`src/rtl/lcell_pkg.sv`:
```
package lcell_pkg;

    localparam int CELL_K   = 3;
    localparam int TBL_SIZE = 1 << CELL_K;

    typedef enum logic {
        CELL_EMPTY = 1'b0,
        CELL_LIVE  = 1'b1
    } cell_state_t;

    // Declared MSB first; tbl_a ends at bit 0.
    typedef struct packed {
        logic                oe_allow;
        logic                d_bypass;
        logic                sr_level;
        logic                fb_en;
        logic                and_en;
        logic                fuse;
        logic [TBL_SIZE-1:0] tbl_b;
        logic [TBL_SIZE-1:0] tbl_a;
    } cell_cfg_t;

    localparam int CFG_W = $bits(cell_cfg_t);

endpackage

```
`src/rtl/lcell_frontend.sv`:
```
module lcell_frontend #(
    parameter int K = 3
) (
    input  logic [K-1:0] op_i,
    input  logic         and_partner_i,
    input  logic         and_en_i,
    input  logic         fb_i,
    input  logic         fb_en_i,
    output logic [K-1:0] addr_o
);
    // Bit 0 may be a partial product; the top bit may be the register.
    generate
        for (genvar i = 0; i < K; i++) begin : g_bit
            if (i == 0) begin : g_and
                assign addr_o[i] = and_en_i ? (op_i[i] & and_partner_i) : op_i[i];
            end else if (i == K-1) begin : g_fb
                assign addr_o[i] = fb_en_i ? fb_i : op_i[i];
            end else begin : g_pass
                assign addr_o[i] = op_i[i];
            end
        end
    endgenerate
endmodule

```
`src/rtl/lcell_lut.sv`:
```
module lcell_lut #(
    parameter int K = 3,
    localparam int DEPTH = 1 << K
) (
    input  logic [DEPTH-1:0] table_i,
    input  logic [K-1:0]     addr_i,
    output logic             bit_o
);
    // Binary mux tree, one level per address bit.
    logic [DEPTH-1:0] lvl [K+1];

    assign lvl[0] = table_i;

    generate
        for (genvar l = 0; l < K; l++) begin : g_lvl
            localparam int N = DEPTH >> (l + 1);
            for (genvar j = 0; j < DEPTH; j++) begin : g_node
                if (j < N) begin : g_mux
                    assign lvl[l+1][j] = addr_i[l] ? lvl[l][2*j+1] : lvl[l][2*j];
                end else begin : g_zero
                    assign lvl[l+1][j] = 1'b0;
                end
            end
        end
    endgenerate

    assign bit_o = lvl[K][0];
endmodule

```
`src/rtl/lcell_reg.sv`:
```
module lcell_reg (
    input  logic clk,
    input  logic rst_n,
    input  logic run_i,
    input  logic sr_i,
    input  logic sr_level_i,
    input  logic d_i,
    output logic q_o
);
    always_ff @(posedge clk or negedge rst_n) begin
        if (!rst_n) begin
            q_o <= 1'b0;
        end else if (run_i) begin
            if (sr_i) begin
                q_o <= sr_level_i;
            end else begin
                q_o <= d_i;
            end
        end
    end
endmodule

```
`src/rtl/lcell_core.sv`:
```
module lcell_core
    import lcell_pkg::*;
(
    input  logic             clk,
    input  logic             rst_n,
    input  logic             cfg_we,
    input  logic [CFG_W-1:0] cfg_wdata,
    input  logic             in_a,
    input  logic             in_b,
    input  logic             in_c,
    input  logic             in_d,
    input  logic             in_m,
    input  logic             sr,
    input  logic             oe,
    output logic             comb_x,
    output logic             comb_y,
    output logic             reg_q,
    output logic             qo_data,
    output logic             qo_en
);
    cell_state_t state_q, state_d;
    cell_cfg_t   cfg_q;
    logic        live;
    logic [CELL_K-1:0] addr;
    logic [1:0]  tbl_bit;
    logic        fused_bit;
    logic        reg_d;

    // State register.
    always_ff @(posedge clk or negedge rst_n) begin
        if (!rst_n) begin
            state_q <= CELL_EMPTY;
        end else begin
            state_q <= state_d;
        end
    end

    // Next state.
    always_comb begin
        state_d = state_q;
        unique case (state_q)
            CELL_EMPTY: if (cfg_we) state_d = CELL_LIVE;
            CELL_LIVE:  state_d = CELL_LIVE;
            default:    state_d = CELL_EMPTY;
        endcase
    end

    // Configuration holding register.
    always_ff @(posedge clk or negedge rst_n) begin
        if (!rst_n) begin
            cfg_q <= '0;
        end else if (cfg_we) begin
            cfg_q <= cfg_wdata;
        end
    end

    assign live = (state_q == CELL_LIVE);

    lcell_frontend #(.K(CELL_K)) u_front (
        .op_i          ({in_c, in_b, in_a}),
        .and_partner_i (in_m),
        .and_en_i      (cfg_q.and_en),
        .fb_i          (reg_q),
        .fb_en_i       (cfg_q.fb_en),
        .addr_o        (addr)
    );

    generate
        for (genvar t = 0; t < 2; t++) begin : g_tbl
            lcell_lut #(.K(CELL_K)) u_lut (
                .table_i ((t == 0) ? cfg_q.tbl_a : cfg_q.tbl_b),
                .addr_i  (addr),
                .bit_o   (tbl_bit[t])
            );
        end
    endgenerate

    // 2-to-1 mux: fourth operand picks the table in fused mode.
    assign fused_bit = cfg_q.fuse ? (in_d ? tbl_bit[1] : tbl_bit[0]) : tbl_bit[0];
    assign reg_d     = cfg_q.d_bypass ? in_d : fused_bit;

    lcell_reg u_reg (
        .clk        (clk),
        .rst_n      (rst_n),
        .run_i      (live),
        .sr_i       (sr),
        .sr_level_i (cfg_q.sr_level),
        .d_i        (reg_d),
        .q_o        (reg_q)
    );

    // Outputs by state.
    always_comb begin
        comb_x  = 1'b0;
        comb_y  = 1'b0;
        qo_en   = 1'b0;
        qo_data = reg_q;
        unique case (state_q)
            CELL_EMPTY: ;
            CELL_LIVE: begin
                comb_x = fused_bit;
                comb_y = tbl_bit[1];
                qo_en  = cfg_q.oe_allow & oe;
            end
            default: ;
        endcase
    end
endmodule

```
`config.mk`:
```
export PLATFORM = sky130hd
export DESIGN_NAME = lcell_core
export DESIGN_NICKNAME = d
export VERILOG_FILES = /design/src/rtl/lcell_pkg.sv /design/src/rtl/lcell_frontend.sv /design/src/rtl/lcell_lut.sv /design/src/rtl/lcell_reg.sv /design/src/rtl/lcell_core.sv
export SDC_FILE = /design/constraint.sdc
export NUM_CORES = 1
export LEC_CHECK = 0
export ABC_AREA = 1
export CORE_UTILIZATION = 51
export CTS_CLUSTER_DIAMETER = 30
export DETAILED_ROUTE_END_ITERATION = 8
export PLACE_DENSITY_LB_ADDON = 0.05
export SYNTH_ARGS = -nofsm -noshare
export SYNTH_HDL_FRONTEND = slang
export SYNTH_HIERARCHICAL = 1
export SYNTH_SLANG_ARGS = --single-unit
```
`constraint.sdc`:
```
create_clock -name clk -period 2.8 [get_ports clk]
set_clock_uncertainty 0.05 [all_clocks]
set_input_delay 0.56 -clock clk [delete_from_list [all_inputs] [get_ports clk]]
set_output_delay 0.56 -clock clk [all_outputs]
set_load 0.005 [all_outputs]
```
==> results of run 1 <==
[state kept, by name (all words and copies together) (netlist names)]
| name | cells |
|---|---|
| cfg_q | 22 |
| live | 1 |
| u_reg/q_o | 1 |
[area by class of cell]
| cell class | instances | area share, % |
|---|---|---|
| Sequential cell | 24 | 33.3 |
| Multi-Input combinational cell | 102 | 29.5 |
| Timing Repair Buffer | 42 | 21.9 |
| Inverter | 54 | 11.2 |
| Tap cell | 30 | 2.08 |
| Clock buffer | 4 | 2.01 |
[repair_timing]
action | in CTS | in global routing
setup buffers | 2 | 0
resized for setup | 7 | 7
hold buffers | 0 | 0
pin swaps | 2 | 3
setup endpoints to repair | 2 | 2
cloned | 1 | 0
[power by group through the flow]
stage          logic (W)  registers (W)  clock network (W)
3_5_place_dp    0.000210       0.000402                  0
5_1_grt         0.000240       0.000400           0.000201
6_report        0.000212       0.000395           0.000183
2_1_floorplan   0.000129       0.000397                  0
3_3_place_gp    0.000203       0.000401                  0
4_1_cts         0.000213       0.000396           0.000189
[worst register-to-register path, delay by kind of cell, from the launching register on]
kind / cells / cell delay (ns)
AND/OR/NAND/NOR: 13 / 0.84
buffers and inverters: 5 / 0.39
flip-flops: 1 / 0.40
[cell usage after synthesis]
cell     number
nand2_1      62
inv_1        52
dfrtp_1      24
o21ai_2      20
nand3_1      12
buf_4         2
buf_6         2
buf_8         2
inv_2         2
nand2_2       2
nor2_1        2
o21ai_0       2
buf_12        1
or2_2         1
[logic make-up after synthesis]
group,Yosys count,share of synthesized area [%]
flops,24,43.0
buf+inv,61,20.8
simple gates,79,22.9
compound gates,22,13.3
[worst max path at each step]
stage / start / end / slack, ns
after floorplan: in_a / comb_x / 0.75
after global placement: in_a / comb_x / -0.31
after detailed placement: in_a / comb_x / -0.37
after CTS: in_m / comb_x / 0.007
after global routing: in_a / comb_x / 0.13
final: in_a / comb_x / 0.29
[routing by layer]
layer / GRT usage (%) / part of all wire (%)
met5: 0 / 0
met4: 6.41 / 0.55
met3: 2.78 / 4.4
met2: 34.8 / 51
met1: 24.3 / 44
[through the flow]
step | worst slack (ns) | std cells | utilization (%)
after floorplan | 0.752 | 186 | -
after global placement | -0.309 | 249 | 68.6
after detailed placement | -0.369 | 249 | 68.6
after CTS | 0.00721 | 256 | 71.3
after global routing | 0.129 | 256 | 71.6
final | 0.285 | 256 | 71.6
==> results.sh, run 1 <==
export IMPL_setup_worst_path_class="input port to output port"
export IMPL_p_int_w=0.000562
export IMPL_routed_wl_um=2550
export IMPL_synth_top_cell_area_share_pct=43.0
export IMPL_ys_seq_area_share_pct=43.0
export IMPL_mostFrequentLayoutCell="nand2_1"
export IMPL_synthCells=186
export IMPL_io_buffers=36
export IMPL_critPathTopFamily="simple AND/OR/NAND/NOR gates"
export IMPL_setup_tns_ns=0
export IMPL_min_to="cfg_q[21]$_DFFE_PN0P_"
export IMPL_worstPathMaxFanout=4
export IMPL_status="completed"
export IMPL_postRouteAntennaNets=0
export IMPL_antenna_found_initial=0
export IMPL_track_usage_pct=19.6
export IMPL_drc=0
export IMPL_clock_path_buffers=2
export IMPL_final_hold_viol_count=0
export IMPL_worstSetupPathDepth=15
export IMPL_endpoint_kind="output port"
export IMPL_routabilityCongestion=0.815
export IMPL_critPathBufInv=5
export IMPL_die_w_um=54.3
export IMPL_cts_sinks=24
export IMPL_relSlewSlack_pct=79.4
export IMPL_critical_path_required_ns=2.19
export IMPL_ys_types=14
export IMPL_p_total_w=0.000790
export IMPL_power_density_nw_per_um2=438
export IMPL_layout_drive_gt1_share_pct=19.5
export IMPL_multi_input_area_um2=533
export IMPL_die_y_um=54.3
export IMPL_grt_pass1_vias=1035
export IMPL_fmaxAchievable_mhz=398
export IMPL_final_area_um2=1810
export IMPL_synth_nets=218
export IMPL_start_util_pct=55.3
export IMPL_hold_start="cfg_q[21]$_DFFE_PN0P_"
export IMPL_antenna_cells=0
export IMPL_hold_path_class="flop to flop"
export IMPL_r2r_slack_ns=1.06
export IMPL_cts_root_buf="clkbuf_4"
export IMPL_slew_violations=0
export IMPL_core_um2=2520
export IMPL_crit_chain="dlygate4sd2_1 > nand2_2 > nand2_4 > buf_4 > buf_4 > nand2_1 > nand3_1 > nand2_1 > nand2_1 > nand2_1 > inv_1 > nand2_1 > nand2_1 > nor2_1 > buf_2"
export IMPL_clk_latency_ns=0.31
export IMPL_drtIter0Drc=9
export IMPL_drv_cap=0
export IMPL_routedWlPerCell_um=9.95
export IMPL_nNetsFinal=259
export IMPL_cts_tree="done"
export IMPL_finalCriticalPeriod_ns=2.51
export IMPL_rr_startpoint="cfg_q[17]$_DFFE_PN0P_"
export IMPL_post_dp_cell_area_um2=1730
export IMPL_worst_slew_pin_transition_ns=0.309
export IMPL_ys_warn_count=6
export IMPL_cts_buffers_inserted=3
export IMPL_setup_viol=0
export IMPL_rows=18
export IMPL_arrival_ns=1.90
export IMPL_cpPeakStageDelay_ns=0.26
export IMPL_whs_path_depth=2
export IMPL_layout_common_cells="nand2_1, inv_1, clkdlybuf4s50_1"
export IMPL_swShare_pct=28.8
export IMPL_grt_pass1_wl_um=4200
export IMPL_p_clk_share_pct=23.2
export IMPL_ff2ff_path_depth=18
export IMPL_synth_area_um2=1400
export IMPL_min_period_over_period_pct=89.8
export IMPL_cp_slowest_cell="dlygate4sd2_1"
export IMPL_dp_hpwl_um=1980
export IMPL_die_area_um2=2950
export IMPL_timing_hold_ws_ns=0.464
export IMPL_worstReg2RegEnd="u_reg/q_o$_DFFE_PN0P_"
export IMPL_switching_power_w=0.000228
export IMPL_ios=37
export IMPL_synthTopCellsByArea="dfrtp_1, nand2_1, inv_1"
export IMPL_nFillCells=215
export IMPL_total_leakage_power_nw=1.01
export IMPL_h_tree_depth=1
export IMPL_netlist_top_cell_by_area="dfrtp_1"
export IMPL_ys_ff_latch=24
export IMPL_ir_drop_mv=0.365
export IMPL_grt_max_degree=25
export IMPL_via_per_inst=4.55
export IMPL_cp_common_cell="nand2_1"
export IMPL_final_seq_area_um2=601
export IMPL_vias=1165
export IMPL_overflow=0
export IMPL_rsz0062_at_grt="false"
export IMPL_drtPass1Iterations=4
export IMPL_avgSynthCellArea_um2=7.50
export IMPL_startpoint_type="input port"
export IMPL_comb_power_share_pct=26.8
export IMPL_clkSlewWorstSetupHoldPaths_ns=0.13
export IMPL_p_seq_share_pct=50.0
export IMPL_area_growth_pct=29.4
No activity file was read; power rests on OpenSTA's default activity.
==> run 2: changes to the inputs <==
==> constraint.sdc (replaced) <==
create_clock -name clk -period 2.9 [get_ports clk]
set_clock_uncertainty 0.05 [all_clocks]
set_input_delay 0.58 -clock clk [delete_from_list [all_inputs] [get_ports clk]]
set_output_delay 0.58 -clock clk [all_outputs]
set_load 0.005 [all_outputs]
==> run 2 against run 1 <==
Against the previous run:
- flip-flop and latch count is the same
- clock power shrank 21%
- total power decreased by 7.4%
- first-iteration DRC count up 22%
- utilization fell by 0.79 points
- setup slack got worse by 0.10 ns
- sequential power is 4% lower
- global-route usage down 0.22 points
- non-clock buffer count down 1
- count of clock-buffer cells in the layout fell by 1
- design area is 1.1% lower
==> results.sh, run 2 (synthesis results as in run 1) <==
export IMPL_endpoint_kind="output port"
export IMPL_io_buffers=36
export IMPL_antenna_found_initial=0
export IMPL_h_tree_depth=1
export IMPL_dr_wl_met2_um=1280
export IMPL_final_seq_area_um2=601
export IMPL_grt_pass1_wl_um=4090
export IMPL_multi_input_area_um2=533
export IMPL_drtPass1Iterations=4
export IMPL_comb_power_share_pct=28.1
export IMPL_drv_cap=0
export IMPL_swShare_pct=29.5
export IMPL_mostFrequentLayoutCell="nand2_1"
export IMPL_postRouteAntennaNets=0
export IMPL_startpoint_type="input port"
export IMPL_slew_violations=0
export IMPL_route_met3_wl_um=106
export IMPL_power_density_nw_per_um2=410
export IMPL_drtIter0Drc=11
export IMPL_die_w_um=54.3
export IMPL_nFillCells=211
export IMPL_die_y_um=54.3
export IMPL_drt_met1_wl_um=1110
export IMPL_routabilityCongestion=0.814
export IMPL_worstPathMaxFanout=5
export IMPL_rows=18
export IMPL_cts_root_buf="clkbuf_4"
export IMPL_worst_slew_pin_transition_ns=0.602
export IMPL_nNetsFinal=258
export IMPL_layout_common_cells="nand2_1, inv_1, clkdlybuf4s50_1"
export IMPL_final_hold_viol_count=0
export IMPL_hold_path_class="flop to flop"
export IMPL_cts_sinks=24
export IMPL_ios=37
export IMPL_relSlewSlack_pct=59.9
export IMPL_switching_power_w=0.000216
export IMPL_ir_drop_mv=0.354
export IMPL_via_per_inst=4.63
export IMPL_layout_drive_gt1_share_pct=18.8
export IMPL_critical_path_required_ns=2.27
export IMPL_vias=1175
export IMPL_clock_path_buffers=2
export IMPL_routedWlPerCell_um=9.94
export IMPL_fmaxAchievable_mhz=368
export IMPL_grt_pass1_vias=1070
export IMPL_largest_register="cfg_q"
export IMPL_drc=0
export IMPL_status="completed"
export IMPL_rsz0062_at_grt="false"
export IMPL_grt_max_degree=29
export IMPL_area_growth_pct=28.0
export IMPL_p_total_w=0.000731
export IMPL_postCtsHoldBufs=0
export IMPL_overflow=0
export IMPL_min_period_over_period_pct=93.7
export IMPL_highest_layer="met4"
export IMPL_dp_hpwl_um=1850
export IMPL_cts_buffers_inserted=3
export IMPL_core_um2=2520
export IMPL_setup_viol=0
export IMPL_p_int_w=0.000515
export IMPL_track_usage_pct=19.4
export IMPL_arrival_ns=2.09
export IMPL_clkSlewWorstSetupHoldPaths_ns=0.12
export IMPL_setup_tns_ns=0
export IMPL_finalCriticalPeriod_ns=2.72
export IMPL_antenna_cells=0
export IMPL_routed_wl_um=2530
export IMPL_total_leakage_power_nw=0.997
export IMPL_largest_reg_flops=22
export IMPL_start_util_pct=55.3
export IMPL_clk_latency_ns=0.31
export IMPL_p_clk_share_pct=19.8
export IMPL_setup_worst_path_class="input port to output port"
export IMPL_p_seq_share_pct=52.1
export IMPL_die_area_um2=2950
export IMPL_cts_tree="done"
[run 2: worst paths after layout]
path                                       startpoint                     to  slack [ns]  cells past startpoint
max in group asynchronous                       rst_n  cfg_q[17]$_DFFE_PN0P_        2.01                      2
worst max-delay path                             in_m                 comb_x        0.18                     15
worst max register to register  cfg_q[17]$_DFFE_PN0P_  u_reg/q_o$_DFFE_PN0P_        1.16                     18
worst min register to register  cfg_q[21]$_DFFE_PN0P_  cfg_q[21]$_DFFE_PN0P_        0.46                      2
min in group asynchronous                       rst_n   cfg_q[0]$_DFFE_PN0P_        0.56                      2
worst min-delay path            cfg_q[21]$_DFFE_PN0P_  cfg_q[21]$_DFFE_PN0P_        0.46                      2
[run 2: cell type report]
class | count | share of cell area, %
Multi-Input combinational cell | 102 | 29.9
Sequential cell | 24 | 33.6
Clock buffer | 3 | 1.26
Tap cell | 30 | 2.10
Timing Repair Buffer | 41 | 21.8
Inverter | 54 | 11.4
[run 2: what timing repair did]
action	4_1_cts	5_1_grt
hold endpoints to repair	0	0
pin swaps	2	1
resized for setup	6	6
endpoints found under the setup margin	2	2
gates cloned	1	0
setup buffers	1	1
[run 2: stage by stage]
stage                     cell area [um^2]  hold WS (ns)  utilization, %  worst slack (ns)  cells
after floorplan                       1400         0.234               -             0.812    186
after global placement                1720         0.439            68.3            -0.252    248
after detailed placement              1720         0.438            68.3            -0.308    248
after CTS                             1770         0.469            70.2            0.0356    253
after global routing                  1790         0.490            70.8            0.0375    254
final                                 1790         0.461            70.8             0.183    254
[run 2: critical path: stages]
cell	delay, ns
clkdlybuf4s50_1	0.42
nand3_2	0.11
nand2_4	0.08
buf_4	0.13
buf_4	0.12
nand2_1	0.06
nand3_1	0.07
nand2_1	0.06
nand2_1	0.04
nand2_1	0.06
inv_1	0.03
nand2_1	0.07
nand2_1	0.06
nor2_1	0.08
clkbuf_2	0.12
[run 2: per-layer routing]
layer	vias up	global-route usage (%)
li1	622	-
met3	4	5.83
met4	0	5.56
met1	524	20.8
met2	25	36.2
met5	-	0
[run 2: power by group through the flow]
stage	Sequential [W]	Combinational [W]	Clock, W
global route	0.000385	0.000233	0.000169
finish	0.000381	0.000205	0.000145
global placement	0.000387	0.000195	0
floorplan	0.000383	0.000124	0
CTS	0.000381	0.000205	0.000154
detailed placement	0.000387	0.000201	0
